**src/rtl/ide_irq_pkg.sv**
```systemverilog
package ide_irq_pkg;

    localparam int DATA_W    = 8;
    localparam int STAT_BIT  = 7;
    localparam int MAX_PORTS = 3;
    localparam int SLOT_W    = 2;
    localparam int PAGE_W    = 4;
    localparam logic [PAGE_W-1:0] PAGE_ID = 4'hF;

    typedef enum logic [SLOT_W-1:0] {
        SLOT_P0  = 2'd0,
        SLOT_P1  = 2'd1,
        SLOT_P2  = 2'd2,
        SLOT_ARM = 2'd3
    } slot_e;

    typedef struct packed {
        logic  hit;
        logic  is_wr;
        slot_e slot;
    } bus_dec_t;

    function automatic logic [DATA_W-1:0] status_byte(input logic lvl);
        logic [DATA_W-1:0] b;
        b = '0;
        b[STAT_BIT] = lvl;
        return b;
    endfunction

endpackage

```
**src/rtl/irq_sync2.sv**
```systemverilog
module irq_sync2 #(
    parameter int W = 3
) (
    input  logic         clk,
    input  logic         rst,
    input  logic [W-1:0] d,
    output logic [W-1:0] q
);
    logic [W-1:0] meta_q;
    logic [W-1:0] stab_q;

    always_ff @(posedge clk) begin
        if (rst) begin
            meta_q <= '0;
            stab_q <= '0;
        end else begin
            meta_q <= d;
            stab_q <= meta_q;
        end
    end

    assign q = stab_q;

    // the stable stage only ever takes the value the first stage held one cycle earlier
    a_r8_two_stage: assert property (@(posedge clk) disable iff (rst)
        !$past(rst) |-> (stab_q == $past(meta_q)));
endmodule

```
**src/rtl/irq_win_decode.sv**
```systemverilog
module irq_win_decode
    import ide_irq_pkg::*;
#(
    parameter int ADDR_W = 12
) (
    input  logic              bus_sel,
    input  logic              bus_we,
    input  logic [ADDR_W-1:0] bus_addr,
    output bus_dec_t          dec
);
    localparam int PAGE_LSB = ADDR_W - PAGE_W;
    localparam int SLOT_LSB = PAGE_LSB - SLOT_W;

    logic unused_mirror_bits;
    assign unused_mirror_bits = ^bus_addr[SLOT_LSB-1:0];

    always_comb begin
        dec.hit   = bus_sel && (bus_addr[ADDR_W-1:PAGE_LSB] == PAGE_ID);
        dec.is_wr = bus_we;
        dec.slot  = slot_e'(bus_addr[PAGE_LSB-1:SLOT_LSB]);
    end
endmodule

```
**src/rtl/irq_arm_gate.sv**
```systemverilog
module irq_arm_gate #(
    parameter int W = 3
) (
    input  logic         clk,
    input  logic         rst,
    input  logic         arm_wr,
    input  logic [W-1:0] lvl,
    output logic         irq_out
);
    logic en_q;

    always_ff @(posedge clk) begin
        if (rst)
            en_q <= 1'b0;
        else if (arm_wr)
            en_q <= 1'b1;
    end

    assign irq_out = en_q & (|lvl);

    a_r5_arm_sets: assert property (@(posedge clk) disable iff (rst)
        arm_wr |=> en_q);

    a_r6_sticky: assert property (@(posedge clk) disable iff (rst)
        en_q |=> en_q);

    a_r7_blocked: assert property (@(posedge clk) disable iff (rst)
        !en_q |-> !irq_out);
endmodule

```
**src/rtl/ide_irq_hub.sv**
```systemverilog
module ide_irq_hub
    import ide_irq_pkg::*;
#(
    parameter int PORTS  = 3,
    parameter int ADDR_W = 12
) (
    input  logic              clk,
    input  logic              rst,
    input  logic [PORTS-1:0]  irq_raw,
    input  logic              bus_sel,
    input  logic              bus_we,
    input  logic [ADDR_W-1:0] bus_addr,
    input  logic [DATA_W-1:0] bus_wdata,
    output logic              rd_valid,
    output logic [DATA_W-1:0] rd_data,
    output logic              irq_out
);
    logic unused_wdata;
    assign unused_wdata = ^bus_wdata;

    logic [PORTS-1:0]     lvl_sync;
    logic [MAX_PORTS-1:0] lvl_pad;
    bus_dec_t             dec;
    logic                 arm_wr;
    logic                 rd_hit;
    logic [DATA_W-1:0]    rd_next;
    logic                 rd_valid_q;
    logic [DATA_W-1:0]    rd_data_q;

    irq_sync2 #(.W(PORTS)) u_sync (
        .clk (clk),
        .rst (rst),
        .d   (irq_raw),
        .q   (lvl_sync)
    );

    for (genvar i = 0; i < MAX_PORTS; i++) begin : g_pad
        if (i < PORTS) begin : g_live
            assign lvl_pad[i] = lvl_sync[i];
        end else begin : g_absent
            assign lvl_pad[i] = 1'b0;
        end
    end

    irq_win_decode #(.ADDR_W(ADDR_W)) u_dec (
        .bus_sel  (bus_sel),
        .bus_we   (bus_we),
        .bus_addr (bus_addr),
        .dec      (dec)
    );

    assign arm_wr = dec.hit && dec.is_wr && (dec.slot == SLOT_ARM);
    assign rd_hit = dec.hit && !dec.is_wr;

    always_comb begin
        case (dec.slot)
            SLOT_P0: rd_next = status_byte(lvl_pad[0]);
            SLOT_P1: rd_next = status_byte(lvl_pad[1]);
            SLOT_P2: rd_next = status_byte(lvl_pad[2]);
            default: rd_next = '0;
        endcase
    end

    always_ff @(posedge clk) begin
        if (rst) begin
            rd_valid_q <= 1'b0;
            rd_data_q  <= '0;
        end else begin
            rd_valid_q <= rd_hit;
            if (rd_hit)
                rd_data_q <= rd_next;
        end
    end

    assign rd_valid = rd_valid_q;
    assign rd_data  = rd_data_q;

    irq_arm_gate #(.W(MAX_PORTS)) u_gate (
        .clk     (clk),
        .rst     (rst),
        .arm_wr  (arm_wr),
        .lvl     (lvl_pad),
        .irq_out (irq_out)
    );

    // the unused status bits always read as zero
    a_r2_low_bits_zero: assert property (@(posedge clk) disable iff (rst)
        rd_valid |-> (rd_data[STAT_BIT-1:0] == '0));

    a_r9_miss_silent: assert property (@(posedge clk) disable iff (rst)
        (bus_sel && !dec.hit) |=> !rd_valid);

    a_r10_arm_hidden: assert property (@(posedge clk) disable iff (rst)
        (rd_hit && dec.slot == SLOT_ARM) |=> (rd_valid && rd_data == '0));

    a_r4_absent_port: assert property (@(posedge clk) disable iff (rst)
        (PORTS < MAX_PORTS && rd_hit && dec.slot == SLOT_P2) |=> (rd_data == '0));
endmodule

```
**config.mk**
```make
export PLATFORM = sky130hd
export DESIGN_NAME = ide_irq_hub
export DESIGN_NICKNAME = d
export VERILOG_FILES = /design/src/rtl/ide_irq_pkg.sv /design/src/rtl/irq_sync2.sv /design/src/rtl/irq_win_decode.sv /design/src/rtl/irq_arm_gate.sv /design/src/rtl/ide_irq_hub.sv
export SDC_FILE = /design/constraint.sdc
export NUM_CORES = 1
export LEC_CHECK = 0
export BUFFER_PORTS_ARGS = -buffer_cell sky130_fd_sc_hd__buf_2
export CORE_AREA = 2 2 39 41
export DETAILED_ROUTE_END_ITERATION = 10
export DIE_AREA = 0 0 41 43
export SYNTH_ARGS = -nofsm -noshare
export SYNTH_HDL_FRONTEND = slang
export SYNTH_SLANG_ARGS = --single-unit
```
**constraint.sdc**
```tcl
create_clock -name clk -period 1.1 [get_ports clk]
set_input_delay 0.11 -clock clk [delete_from_list [all_inputs] [get_ports clk]]
set_output_delay 0.11 -clock clk [all_outputs]
set_load 0.1 [all_outputs]
```
**Yosys cells after proc, flatten, opt, wreduce, memory -nomap -nowiden**

Index checks and enable logic that the tools add are counted.

- Eq/ne operators: 4
- Mux-type cells: 1
- Bitwise logic cells: 1
- Reductions and logical operators: 7

Operator list:

| cell | count |
|---|---|
| $pmux W8 S3 | 1 |
| $eq A2 B2 Y1 const B | 2 |
| $eq A4 B4 Y1 const B | 1 |
| $logic_and A1 B1 Y1 | 4 |
| $reduce_or A3 Y1 | 1 |
| $eq A2 B1 Y1 const B | 1 |
| $logic_not A2 Y1 | 1 |
| $and A1 B1 Y1 | 1 |
| $logic_not A1 Y1 | 1 |

- Flip-flop bits (word level): 16
- Input port bits: 27
- Output and inout port bits: 10
- Logic and storage cells: 18

**Depth between registers and ports, before layout**

Gate-level depths: netlist of the first run.

- Depth in word-level cells: 4
- Mapped depth: 3
- Gate-level depth less buffers: 3

**Hierarchy**

From an unflattened synthesis of the first run, not the netlist that was laid out.

- Cell total of the unflattened synthesis: 41
- Area, all modules: 411.6 sq um

By module, submodules not included:

| module | times used | cells each | area an instance (sq um) | sequential area each (sq um) |
|---|---|---|---|---|
| ide_irq_hub | 1 | 20 | 180.2 | 40.0 |
| irq_sync2 | 1 | 12 | 157.7 | 120.1 |
| irq_arm_gate | 1 | 3 | 38.8 | 20.0 |
| irq_win_decode | 1 | 6 | 35.0 | 0.0 |

**Worst setup path after synthesis of the first run**

Ideal clock, no wire load.

- Path type: reg2reg
- Start point: register rd_data[7] (netlist name)
- End point: register rd_data_q[7] (netlist: rd_data[7])
- Setup time: 0.080 ns
- Arrival: 1.235 ns
- Required time: 1.020 ns
- Path slack: -0.215 ns
- Cell stages (with the launch flop): 3
- Buffers on the path: 0
- Period minus slack after synthesis: 1.315 ns
- Cells stage by stage: dfxtp_1 -> a31oi_1 -> a211oi_2

RTL lines:

| element | line | text |
|---|---|---|
| end signal: assignment | ide_irq_hub.sv:71 | `rd_data_q <= rd_next;` |
| end: declaration | ide_irq_hub.sv:28 | `logic [DATA_W-1:0] rd_data_q;` |

**Final worst setup path of the first run**

- Start point: register u_sync.stab_q[0] (netlist: u_sync.q[0])
- End point: output irq_out

- Cells in the longest elaborated chain, start to end: 2

Ends and longest elaborated chain:

| element | line | text |
|---|---|---|
| start: declaration | irq_sync2.sv:10 | `logic [W-1:0] stab_q;` |
| start signal: assignment | irq_sync2.sv:18 | `stab_q <= meta_q;` |
| $reduce_or A3 Y1 | irq_arm_gate.sv:19 | `assign irq_out = en_q & (\|lvl);` |
| $and A1 B1 Y1 | irq_arm_gate.sv:19 |  |
| end: declaration | ide_irq_hub.sv:16 | `output logic irq_out` |

Every way passes these cells.

==> run summary, run 1 <==
Status -> complete, but fails checks
Failing checks -> setup timing
Die Area -> 0.00176 mm2
Clock latency on the worst-skew pair -> 250 ps
Initial DRC Count -> 2
Clk root buf -> clkbuf_4
Peak supply drop -> 0.000596 V
Max Clock Freq -> 832 MHz
Mapped Area -> 369 um2
Buf+Inv Stages, Crit Path -> 1
Unique masters post-synth -> 16
Residual DRC -> 0
Final setup violating endpoints -> 1
Synth top area share -> 48.8%
Detailed-route wire length per cell -> 8.47 um
Fin. max-slew vios -> 0
Synth top area cells -> dfxtp_1 49%, buf_4 14%, nor2b_1 10%
Placed Cells incl. Taps -> 66
Final nets -> 82
Clk_skew -> 2.40 ps
Synth Warn # -> 0
Number of global-route vias before repair -> 269
IO Port Bufs -> 15
Final wirelength -> 593 um
Non-filler cells, final -> 70
Row count -> 14
Min cycle time layout -> 1200 ps
Leak -> 0.231 nW
RSZ-0062 raised after global routing -> true
Largest net degree at the start of global routing -> 10
Async S/R FF share, synth -> 0%
Cts hold-fix bufs -> 0
WP data arrival -> 1090 ps
Slowest-stage cell, CP -> o31a_4
Fin crit share -> 109%
CP peak stage delay -> 350 ps
Area growth from synthesis to layout -> 40.3%
FILL cells -> 155
Dominant cell type by area after synthesis -> dfxtp_1
Internal reg-to-reg setup slack -> 180 ps
Post-synth EDFFs -> 0
Area of the multi-input gates -> 164 um2
Grt ovf -> 0
CTS sink cnt -> 9
Initial Util -> 26.7%
Synthesized area per cell -> 10.3 um2
Placeable Area -> 0.00138 mm2
CP cell instances -> o31a_4, buf_12
H-Tree Depth -> 1
Delay-heaviest family, CP -> compound AO/OA/AOI/OAI gates
Setup Crit Path Kind -> reg -> out
Die Height -> 43 um
CTS max path bufs -> 2
Final worst slack -> -102 ps
CP Max Fanout -> 2
Worst setup EP type -> primary output
TritonCTS Buffers -> 3
Final antenna-violating net count -> 0
Via count -> 287
Most common cell in the netlist -> dfxtp_1
Initial antenna violation count -> 0
First-pass GRT wire length -> 1010 um
Synth Register Bits -> 9
Ports -> 37
Post-synthesis sequential area ratio -> 48.8%
Drt first pass iters -> 2
Ant diodes -> 0
Final Util -> 37.4%
DR vias/cell -> 4.10
Share of layout cells above drive strength 1 -> 44.4%
PwrDens -> 1440 mW/mm2
Req. time, crit path -> 990 ps
Die Span X -> 41 um
Final Cell Area -> 518 um2
Mapped Cells -> 36
FF/Latch Area -> 184 um2
TritonCTS clock tree -> done
CP startpoint kind -> flop
# Post-CTS Setup Buffers -> 0
Commonest cells post-synth -> 9 x dfxtp_1, 7 x buf_4, 6 x nor2b_1
Worst-path clk slew -> 60 ps
Setup_tns -> -102 ps
Total track usage -> 9.17%
Placed Area -> 467 um2
Max-Cap Viols -> 0
Ys flop type -> dfxtp_1
Placer Congestion -> 0.646
Worst Hold Class -> in -> reg
Final Hold Viols -> 0
[logic make-up after synthesis]
family / count (synthesis) / share of synthesized area [%]
buffers and inverters: 8 / 15.3
muxes: 1 / 2.71
other: 1 / 1.02
and+or+nand+nor: 12 / 20.0
DFF: 9 / 48.8
AOI/OAI and AO/OA: 5 / 12.2
[final timing paths]
path / from / end / cells past startpoint
setup / recovery: u_sync.q[0] / irq_out / 2
hold / removal: bus_we / rd_valid / 2
hold reg to reg: u_sync.meta_q[2] / u_sync.q[2] / 1
setup reg to reg: u_sync.q[0] / rd_data[7] / 3
[worst reg2reg max path, delay by kind of cell (launching register included)]
| family | cells | cell delay (ps) |
|---|---|---|
| DFF | 1 | 330 |
| AOI/OAI and AO/OA | 2 | 440 |
| muxes | 1 | 70 |
[metrics by stage]
| stage | power [mW] | hold WS, ps | worst slack (ps) |
|---|---|---|---|
| 2_1_floorplan | 0.490 | 167 | 81.0 |
| 3_3_place_gp | 0.503 | 316 | 76.1 |
| 3_5_place_dp | 0.504 | 319 | 76.1 |
| 4_1_cts | 0.763 | 39.2 | -119 |
| 5_1_grt | 0.795 | 39.7 | -149 |
| 6_report | 0.748 | 43.9 | -102 |
[layer usage]
layer,track usage (%),wire (um),vias up,part of all wire [%]
li1,-,-,144,-
met3,4.71,63,0,11
met2,11.9,296,14,50
met4,8.00,0,0,0
met5,0,0,-,0
met1,10.4,234,129,39
[cell type report]
class,count,share of cell area (%)
sequential,9,35.5
timing repair buffer,15,23.2
inverter,1,0.725
multi-input combinational,25,31.6
clock buffer,4,5.07
tap,16,3.86
[registers in the layout (all words and copies together) (netlist names)]
register,flops
u_sync.meta_q,3
rd_data,1
u_sync.q,3
u_gate.en_q,1
rd_valid,1
[repair_timing]
item                       4_1_cts  5_1_grt
pin swaps                        1        1
gates cloned                     0        0
resized for setup                6        1
setup endpoints to repair        1        1
[cell usage in the layout, fill, tap and decap left out, drive strengths merged]
cell	instances
a211oi	1
a31oi	2
and3	1
and4	1
buf	15
clkbuf	4
conb	7
dfxtp	9
inv	1
mux2i	1
nand2	1
nand3b	1
nor2	1
nor2b	6
nor3	1
o2111a	1
o31a	1
[power breakdown]
part / switching (mW) / leakage [nW] / internal, mW
registers: 0.00465 / 0.0751 / 0.338
clock network: 0.111 / 0.0150 / 0.139
logic: 0.128 / 0.141 / 0.0281
No activity file was read; power rests on OpenSTA's default activity.
==> run 2: changes to the inputs <==
--- a/config.mk
+++ b/config.mk
@@ -9,6 +9,7 @@
 export CORE_AREA = 2 2 39 41
 export DETAILED_ROUTE_END_ITERATION = 10
 export DIE_AREA = 0 0 41 43
+export GPL_TIMING_DRIVEN = 0
 export SYNTH_ARGS = -nofsm -noshare
 export SYNTH_HDL_FRONTEND = slang
 export SYNTH_SLANG_ARGS = --single-unit
==> run 2 against run 1 <==
The flow still finishes with violations (setup timing). Sequential share of layout area shrank 1.8 points. Clock skew about the same. Wire length up 1.5%. Critical path type unchanged. Critical path depth did not move. Clock-buffer cell count unchanged. Via count unchanged. Power grew 2.3%.
==> run summary, run 2 (same netlist as run 1, synthesis figures left out) <==
Commonest non-fill, non-tap cell in the layout -> buf_2
Buf+Inv Stages, Crit Path -> 1
Placer Congestion -> 0.673
CP Depth -> 2
Row count -> 14
Highest routed metal layer -> met3
Clk_skew -> 2.63 ps
Status -> complete, but fails checks
Fin crit share -> 109%
Final worst slack -> -99.9 ps
Final Hold Viols -> 0
Reg2reg end -> rd_data[7]
CP peak stage delay -> 350 ps
Worst Hold Class -> in -> reg
Hold Path Stages -> 2
Initial antenna violation count -> 0
Placeable Area -> 0.00138 mm2
DR vias/cell -> 3.73
PwrDens -> 1400 mW/mm2
Final Cell Area -> 546 um2
Hold endpoint -> rd_valid
Worst setup EP type -> primary output
Detailed-route wire length per cell -> 7.82 um
IO Port Bufs -> 15
Fin. max-slew vios -> 0
Req. time, crit path -> 990 ps
Clk root buf -> clkbuf_4
TritonCTS clock tree -> done
First-pass GRT wire length -> 979 um
Slowest-stage cell, CP -> o31a_4
CTS sink cnt -> 9
Delay-heaviest family, CP -> compound AO/OA/AOI/OAI gates
Final wirelength -> 602 um
CTS max path bufs -> 2
Die Span X -> 41 um
CP startpoint kind -> flop
Failing checks -> setup timing
Initial Util -> 26.7%
Final nets -> 89
Setup Crit Path Kind -> reg -> out
Most frequent cells in the layout -> 12 x buf_2, 8 x buf_4, 7 x conb_1
CP cell instances -> o31a_4, buf_12
Reg2Reg Depth -> 3
CP Max Fanout -> 2
H-Tree Depth -> 1
Met2 routed WL -> 283 um
Met1 wire length -> 250 um
Residual DRC -> 0
Total track usage -> 8.99%
Initial DRC Count -> 0
CP startpoint -> u_sync.q[0]
Ports -> 37
Final setup violating endpoints -> 1
HP Start -> bus_we
Crit Reg-Reg Startpoint -> u_sync.q[2]
Largest net degree at the start of global routing -> 10
RSZ-0062 raised after global routing -> true
Grt ovf -> 0
Area growth from synthesis to layout -> 47.8%
Via count -> 287
Peak supply drop -> 0.000590 V
Ant diodes -> 0
WP data arrival -> 1090 ps
Number of global-route vias before repair -> 274
Clock latency on the worst-skew pair -> 250 ps
Drt first pass iters -> 1
Leak -> 0.263 nW
Post-DP HPWL -> 480 um
TritonCTS Buffers -> 3
Max Clock Freq -> 833 MHz
Placed Area -> 489 um2
Wire length on met3 -> 68 um
Share of layout cells above drive strength 1 -> 50.8%
Die Area -> 0.00176 mm2
Max-Cap Viols -> 0
# Post-CTS Setup Buffers -> 0
Final antenna-violating net count -> 0
Internal reg-to-reg setup slack -> 190 ps
Worst-path clk slew -> 60 ps
Min cycle time layout -> 1200 ps
Setup_tns -> -99.9 ps
Die Height -> 43 um
## run 2: how the worst max path moves through the flow
stage	endpoint	slack [ps]
global placement	irq_out	70
finish	irq_out	-100
CTS	irq_out	-120
floorplan	rd_valid	80
global route	irq_out	-130
detailed placement	irq_out	70
## run 2: cell type report
class / instances / area, um2
fill: 164 / 838
sequential: 9 / 184
multi-input combinational: 25 / 164
timing repair buffer: 15 / 95.1
buffer: 7 / 52.6
clock buffer: 4 / 26.3
tap: 16 / 20.0
inverter: 1 / 3.75
## run 2: timing repair
action,in CTS,in global routing
gates resized for setup,7,2
endpoints found under the setup margin,2,2
pin swaps,1,1
hold buffers,0,0
## run 2: power breakdown
part / internal [mW] / leakage (nW) / switching, mW
Combinational: 0.0434 / 0.173 / 0.131
Sequential: 0.338 / 0.0751 / 0.00428
Clock: 0.139 / 0.0150 / 0.110
## run 2: metrics by stage
step	hold WS (ps)	power, mW	worst slack, ps	instances	util (%)
final	46.2	0.765	-99.9	77	39.4
after global routing	40.6	0.806	-134	77	39.4
after CTS	41.2	0.779	-116	77	39.2
after detailed placement	321	0.521	73.9	73	35.4
after global placement	314	0.520	74.5	73	35.4
after floorplan	167	0.490	81.0	42	-
## run 2: layer usage
metal / GRT usage, % / vias to the layer above
met5: 0 / -
met4: 8.00 / 0
met3: 4.71 / 0
met2: 12.8 / 14
met1: 8.85 / 115
li1: - / 158
